`src/rtl/rtg_pkg.sv`:
```
package rtg_pkg;

    typedef enum logic [1:0] {
        ST_IDLE = 2'd0,
        ST_STEP = 2'd1,
        ST_WALK = 2'd2
    } rtg_state_e;

    typedef enum logic {
        KIND_RANDOM = 1'b0,
        KIND_ADD    = 1'b1
    } rtg_kind_e;

endpackage

```
`src/rtl/rtg_lfsr_step.sv`:
```
module rtg_lfsr_step #(
    parameter int SEED_W = 16
) (
    input  logic [SEED_W-1:0] seed_in,
    output logic [SEED_W-1:0] seed_out,
    output logic              fb
);
    // Feedback taps 5, 3, 2, 0; shift right, feedback enters at the top.
    always_comb begin
        fb       = seed_in[5] ^ seed_in[3] ^ seed_in[2] ^ seed_in[0];
        seed_out = {fb, seed_in[SEED_W-1:1]};
    end
endmodule

```
`src/rtl/rtg_tag_pick.sv`:
```
module rtg_tag_pick #(
    parameter int TAG_W = 4
) (
    input  logic [TAG_W-1:0]        cur,
    input  logic [(1<<TAG_W)-1:0]   excl,
    input  logic                    incl,
    output logic [TAG_W-1:0]        pick
);
    localparam int NT = 1 << TAG_W;

    logic [TAG_W-1:0] cand [NT];
    logic [NT-1:0]    ok;

    // Probe j looks at cur+j (inclusive) or cur+j+1 (strictly after).
    for (genvar j = 0; j < NT; j++) begin : g_probe
        assign cand[j] = cur + TAG_W'(j) + TAG_W'(!incl);
        assign ok[j]   = !excl[cand[j]];
    end

    always_comb begin
        pick = '0;
        for (int j = NT - 1; j >= 0; j--) begin
            if (ok[j]) pick = cand[j];
        end
    end
endmodule

```
`src/rtl/rtg_ptr_compose.sv`:
```
module rtg_ptr_compose #(
    parameter int PTR_W   = 64,
    parameter int TAG_W   = 4,
    parameter int TAG_LSB = 56
) (
    input  logic [PTR_W-1:0] base,
    input  logic [TAG_W-1:0] tag,
    output logic [PTR_W-1:0] ptr_out
);
    always_comb begin
        ptr_out                  = base;
        ptr_out[TAG_LSB +: TAG_W] = tag;
    end
endmodule

```
`src/rtl/rand_tag_unit.sv`:
```
module rand_tag_unit
    import rtg_pkg::*;
#(
    parameter int              PTR_W      = 64,
    parameter int              TAG_W      = 4,
    parameter int              TAG_LSB    = 56,
    parameter int              SEED_W     = 16,
    parameter int              DELTA_W    = 16,
    parameter logic [15:0]     FILL_SEED  = 16'hACE1,
    parameter logic [15:0]     RESET_SEED = 16'h0000
) (
    input  logic                  clk,
    input  logic                  rst_n,
    input  logic                  req_valid,
    input  logic                  req_kind,
    input  logic [PTR_W-1:0]      req_ptr,
    input  logic [(1<<TAG_W)-1:0] req_mask,
    input  logic [TAG_W-1:0]      req_tag_step,
    input  logic [DELTA_W-1:0]    req_delta,
    input  logic [(1<<TAG_W)-1:0] ctl_mask,
    input  logic                  ctl_rand_en,
    input  logic                  st_load,
    input  logic [SEED_W-1:0]     st_load_seed,
    input  logic [TAG_W-1:0]      st_load_tag,
    output logic                  busy,
    output logic                  done,
    output logic [PTR_W-1:0]      res_ptr,
    output logic [TAG_W-1:0]      res_tag,
    output logic [SEED_W-1:0]     state_seed,
    output logic [TAG_W-1:0]      state_tag
);
    localparam int NT     = 1 << TAG_W;
    localparam int STEPS  = TAG_W;
    localparam int SCNT_W = (STEPS > 1) ? $clog2(STEPS) : 1;

    rtg_state_e            state_q, state_d;
    rtg_kind_e             kind_q;
    logic [NT-1:0]         excl_q;
    logic [TAG_W-1:0]      cur_q;
    logic [TAG_W-1:0]      rem_q;
    logic [SEED_W-1:0]     seed_w_q;
    logic [SCNT_W-1:0]     stepn_q;
    logic [PTR_W-1:0]      ptr_q;
    logic [SEED_W-1:0]     st_seed_q;
    logic [TAG_W-1:0]      st_tag_q;
    logic                  done_q;
    logic [PTR_W-1:0]      res_ptr_q;
    logic [TAG_W-1:0]      res_tag_q;

    logic                  accept;
    logic [SEED_W-1:0]     lfsr_next;
    logic                  lfsr_fb;
    logic [TAG_W-1:0]      pick_tag;
    logic                  all_ones;
    logic                  walk_last;
    logic [TAG_W-1:0]      fin_tag;
    logic [PTR_W-1:0]      comp_ptr;
    logic [PTR_W-1:0]      delta_ext;

    rtg_lfsr_step #(.SEED_W(SEED_W)) u_lfsr (
        .seed_in  (seed_w_q),
        .seed_out (lfsr_next),
        .fb       (lfsr_fb)
    );

    rtg_tag_pick #(.TAG_W(TAG_W)) u_pick (
        .cur  (cur_q),
        .excl (excl_q),
        .incl (rem_q == '0),
        .pick (pick_tag)
    );

    rtg_ptr_compose #(.PTR_W(PTR_W), .TAG_W(TAG_W), .TAG_LSB(TAG_LSB)) u_comp (
        .base    (ptr_q),
        .tag     (fin_tag),
        .ptr_out (comp_ptr)
    );

    always_comb begin
        accept    = (state_q == ST_IDLE) && req_valid && !st_load;
        all_ones  = &excl_q;
        walk_last = all_ones || (rem_q <= TAG_W'(1));
        fin_tag   = all_ones ? '0 : pick_tag;
        delta_ext = {{(PTR_W-DELTA_W){req_delta[DELTA_W-1]}}, req_delta};
    end

    // State register
    always_ff @(posedge clk or negedge rst_n) begin
        if (!rst_n) state_q <= ST_IDLE;
        else        state_q <= state_d;
    end

    // Next-state logic
    always_comb begin
        state_d = state_q;
        unique case (state_q)
            ST_IDLE: begin
                if (accept)
                    state_d = (rtg_kind_e'(req_kind) == KIND_ADD) ? ST_WALK : ST_STEP;
            end
            ST_STEP: begin
                if (stepn_q == SCNT_W'(STEPS - 1)) state_d = ST_WALK;
            end
            ST_WALK: begin
                if (walk_last) state_d = ST_IDLE;
            end
            default: state_d = ST_IDLE;
        endcase
    end

    // Datapath and stored state
    always_ff @(posedge clk or negedge rst_n) begin
        if (!rst_n) begin
            kind_q    <= KIND_RANDOM;
            excl_q    <= '0;
            cur_q     <= '0;
            rem_q     <= '0;
            seed_w_q  <= '0;
            stepn_q   <= '0;
            ptr_q     <= '0;
            st_seed_q <= RESET_SEED[SEED_W-1:0];
            st_tag_q  <= '0;
            done_q    <= 1'b0;
            res_ptr_q <= '0;
            res_tag_q <= '0;
        end else begin
            done_q <= 1'b0;
            unique case (state_q)
                ST_IDLE: begin
                    if (st_load) begin
                        st_seed_q <= st_load_seed;
                        st_tag_q  <= st_load_tag;
                    end else if (accept) begin
                        kind_q <= rtg_kind_e'(req_kind);
                        if (rtg_kind_e'(req_kind) == KIND_RANDOM) begin
                            excl_q   <= req_mask | ctl_mask;
                            cur_q    <= st_tag_q;
                            rem_q    <= '0;
                            stepn_q  <= '0;
                            seed_w_q <= ((st_seed_q == '0) && ctl_rand_en)
                                        ? FILL_SEED[SEED_W-1:0] : st_seed_q;
                            ptr_q    <= req_ptr;
                        end else begin
                            excl_q <= ctl_mask;
                            cur_q  <= req_ptr[TAG_LSB +: TAG_W];
                            rem_q  <= req_tag_step;
                            ptr_q  <= req_ptr + delta_ext;
                        end
                    end
                end
                ST_STEP: begin
                    seed_w_q       <= lfsr_next;
                    rem_q[stepn_q] <= lfsr_fb;
                    stepn_q        <= stepn_q + SCNT_W'(1);
                end
                ST_WALK: begin
                    if (walk_last) begin
                        res_tag_q <= fin_tag;
                        res_ptr_q <= comp_ptr;
                        done_q    <= 1'b1;
                        if (kind_q == KIND_RANDOM) begin
                            st_tag_q  <= fin_tag;
                            st_seed_q <= seed_w_q;
                        end
                    end else begin
                        cur_q <= pick_tag;
                        rem_q <= rem_q - TAG_W'(1);
                    end
                end
                default: ;
            endcase
        end
    end

    // Outputs
    always_comb begin
        busy       = (state_q != ST_IDLE);
        done       = done_q;
        res_ptr    = res_ptr_q;
        res_tag    = res_tag_q;
        state_seed = st_seed_q;
        state_tag  = st_tag_q;
    end
endmodule

```
`config.mk`:
```
export PLATFORM = sky130hd
export DESIGN_NAME = rand_tag_unit
export DESIGN_NICKNAME = d
export VERILOG_FILES = /design/src/rtl/rtg_pkg.sv /design/src/rtl/rtg_lfsr_step.sv /design/src/rtl/rtg_tag_pick.sv /design/src/rtl/rtg_ptr_compose.sv /design/src/rtl/rand_tag_unit.sv
export SDC_FILE = /design/constraint.sdc
export NUM_CORES = 1
export LEC_CHECK = 0
export BUFFER_PORTS_ARGS = -buffer_cell sky130_fd_sc_hd__buf_2
export CORE_ASPECT_RATIO = 1.5
export CORE_MARGIN = 2
export CORE_UTILIZATION = 30
export CTS_CLUSTER_DIAMETER = 40
export DETAILED_ROUTE_END_ITERATION = 6
export MAX_ROUTING_LAYER = met4
export PLACE_DENSITY = 0.57
export SYNTH_ARGS = -nofsm -noshare
export SYNTH_HDL_FRONTEND = slang
export SYNTH_SLANG_ARGS = --single-unit
```
`constraint.sdc`:
```
create_clock -name clk -period 6.1 [get_ports clk]
set_input_delay 0 -clock clk [delete_from_list [all_inputs] [get_ports clk]]
set_output_delay 0 -clock clk [all_outputs]
set_load 0.02 [all_outputs]
```
==> metrics.md <==
| Metric | Value |
|---|---|
| Gr usage total | `0.210` |
| Vias in the first global route | `13400` |
| Gr ovfl total | `0` |
| Worst hold path class | `input pin to flop` |
| Sequential Power Share | `0.240` |
| Clock share of power | `0.120` |
| Layout cells sized above 1 | `0.176` |
| Worst VDD drop | `0.000261 V` |
| Post-synth EDFFs | `0` |
| WS Path Type | `flop to flop` |
| Clock skew | `0.0119 ns` |
| Synth warn | `0` |
| Worst endpoint required time | `6.46 ns` |
| Cell-internal power | `4910 uW` |
| Synth Net Count | `1815` |
| TritonCTS clock tree | `done` |
| Fin crit share | `0.804` |
| Synth Register Bits | `190` |
| Netlist cell types | `76` |
| Seq/Total Area, Yosys | `0.347` |
| Final hold slack | `0.0314 ns` |
| Slew HR | `0.380` |
| Largest net degree at the start of global routing | `78` |
| Comb pwr share | `0.640` |
| Total number of vias | `13000` |
| Total core area | `45400 um2` |
| Starting density of the core | `0.302` |
| Clock sinks | `190` |
| XOR/XNOR share of the synthesized area | `0.0481` |
| Routed WL per cell | `19.1 um` |
| Adder and majority cell fraction of the synthesized area | `0.0735` |
| Critical Path Sink Type | `flop` |
| Worst setup path start | `rem_q[0]` |
| Area share of the largest cell type after synthesis | `0.347` |
| Worst-path clk slew | `0.07 ns` |
| Post-Synth Simple-Gate Area | `0.178` |
| Nets | `2124` |
| Area Overhead vs Synth | `25.9%` |
| Die Ht | `266 um` |
| Htree depth | `4` |
| Area leader, netlist | `dfrtp_1` |
| Synth Flop Type | `dfrtp_1` |
| Ranking of synthesized cells by area | `dfrtp_1, nand2_1, ha_1` |
| Fraction of registers with async set/reset | `1.00` |
| Initial antenna violation count | `3` |
| Drt total wl | `47.8 mm` |
| Max-cap violations | `0` |
| Via-to-Cell Ratio | `5.19` |
| Tmin final | `4.90 ns` |
| Pleak | `0.00831 uW` |
| Final setup viols | `0` |
| CTS buffer count | `17` |
| Switch share | `0.504` |
| Post-route DRC violation count | `0` |
| Hold path startpoint | `req_ptr[59]` |
| Post-CTS Setup Bufs | `0` |
| Cell Pwr Density | `574 nW/um2` |
| Most common library cells after synthesis | `nand2_1, dfrtp_1, a21oi_1` |
| Fill cells | `4668` |
| Most frequent cell after synthesis | `nand2_1` |
| Avg Synthesized Cell Area | `8.61 um2` |
| Clock tree buffer depth | `2` |
| P_sw | `5000 uW` |
| Initial DRC count | `748` |
| Post-synthesis compound-gate area fraction | `0.207` |
| CTS root buf | `clkbuf_16` |
| Crit path DAT | `5.26 ns` |
| First-pass GRT wire length | `74.5 mm` |
| DP HPWL | `36.1 mm` |
| Post-synthesis mux area share | `0.112` |
| PortBufs | `231` |
| Outcome | `completed` |
| CP max FO | `14` |
| Largest family of logic cells by synthesized area | `compound AO/OA/AOI/OAI gates` |
| Final Max Tran Viols | `0` |
| Fmax achieved | `204 MHz` |
| Clock Latency Late Sink | `0.47 ns` |
| GP Congestion | `0.894` |
| Die X | `179 um` |
| IO Count | `232` |
| Full die area | `47500 um2` |
| Worst-Margin Slew | `0.920 ns` |
| Syn Std Cell Area | `13700 um2` |
| Final hold vios | `0` |
| Critical R2R Launch | `rem_q[0]` |
| Setup TNS | `0 ns` |
| Cts repair resizes | `0` |
| CTS Hold Buffers Added | `120` |
| Routed Antenna Nets | `0` |
| Row cnt | `96` |
| Drt first pass iters | `5` |
| Cells after Synth | `1593` |
| Startpoint Class | `flop` |
| RSZ-0062 raised after global routing | `false` |
==> path summary, 6_finish.rpt <==
check                                    end  slack, ns  cells after the start
worst max-delay path                cur_q[3]       1.20                     16
worst min-delay path                cur_q[3]       0.03                      4
worst max register to register      cur_q[3]       1.20                     16
worst min register to register   res_ptr[21]       0.47                      2
max in group asynchronous       state_tag[1]       4.64                      3
min in group asynchronous        res_ptr[23]       0.12                      2
==> power groups by stage <==
stage               clock [uW]  combinational [uW]  sequential, uW
finish                    1190                6340            2380
global route              1270                6900            2450
CTS                       1230                6330            2380
detailed placement           0                6230            2390
global placement             0                6230            2390
floorplan                    0                4190            2470
==> per-layer routing <==
| layer | vias to the layer above | share of wire | global-route usage |
|---|---|---|---|
| li1 | 6331 | - | - |
| met1 | 6227 | 0.38 | 0.221 |
| met2 | 344 | 0.54 | 0.384 |
| met3 | 106 | 0.033 | 0.0241 |
| met4 | 0 | 0.046 | 0.103 |
| met5 | - | 0 | - |
==> flip-flops by register name, summed over array words and instances, names as in the netlist <==
name / count
state_q: 2
rem_q: 4
state_seed: 16
stepn_q: 2
ptr_q: 60
excl_q: 16
done: 1
seed_w_q: 16
cur_q: 4
kind_q: 1
res_ptr: 64
state_tag: 4
==> through the flow <==
| step | util | setup WS [ns] | total power (uW) | std cells | cell area (um2) |
|---|---|---|---|---|---|
| after CTS | 0.380 | 1.16 | 9940 | 2502 | 17300 |
| after floorplan | - | 1.98 | 6660 | 1593 | 13700 |
| after global placement | 0.341 | 1.29 | 8630 | 2351 | 15500 |
| after detailed placement | 0.341 | 1.20 | 8630 | 2351 | 15500 |
| after global routing | 0.380 | 0.839 | 10600 | 2505 | 17300 |
| final | 0.380 | 1.20 | 9910 | 2505 | 17300 |
==> kinds of logic after synthesis <==
family          after synthesis
compound gates              468
xor+xnor                     72
fa+ha+maj                    80
buf+inv                     117
flops                       190
mux                         119
simple gates                547
==> cell type report <==
cell class	count	area [um2]	area share
Multi-Input combinational cell	1286	8530	0.494
Sequential cell	190	4750	0.275
Timing Repair Buffer	371	2520	0.146
Tap cell	588	736	0.0426
Clock buffer	19	433	0.0251
Clock inverter	12	160	0.00927
Inverter	36	135	0.00782
Antenna cell	3	7.51	0.000435
==> worst max-delay path, stage by stage, from the launching register on <==
cell and delay (ns):
dfrtp_1 0.42, inv_1 0.09, ha_1 0.21, or3b_2 0.47, inv_1 0.07, ha_1 0.20
ha_1 0.61, mux4_2 0.67, mux2_2 0.31, a2111oi_1 0.47, nor3_1 0.12, or3_1 0.32
o311ai_1 0.10, a21oi_1 0.13, o21ai_1 0.23, o21ai_1 0.09, mux2_2 0.27
==> cells in the final DEF, fill, tap and decap left out, types with 8 or more instances in the layout <==
cell           netlist  layout
dfrtp_1            190     190
a2bb2oi_1            9       9
and3_1              25      25
nand2_1            316     316
xor2_1              29      29
xnor2_1             39      39
nor2_1              85      85
mux2_2              11      11
nand4_1             12      12
o21ai_0            117     117
a21o_1              55      55
mux4_2              25      25
nand3_1             20      19
inv_1               35      34
a31oi_1             18      18
a21oi_1            152     151
o22ai_1             15      14
o21a_1               8       8
o21ai_1             16      15
clkbuf_16            0      17
a211oi_1            10      10
and2_1              13      13
dlygate4sd3_1        0     120
or3_1                8       8
buf_4                9      20
ha_1                79      79
mux2i_1             82      82
nor2b_1             15      15
buf_2                5     230
nand2b_1            19      19
Power figures use the tool's default switching activity.
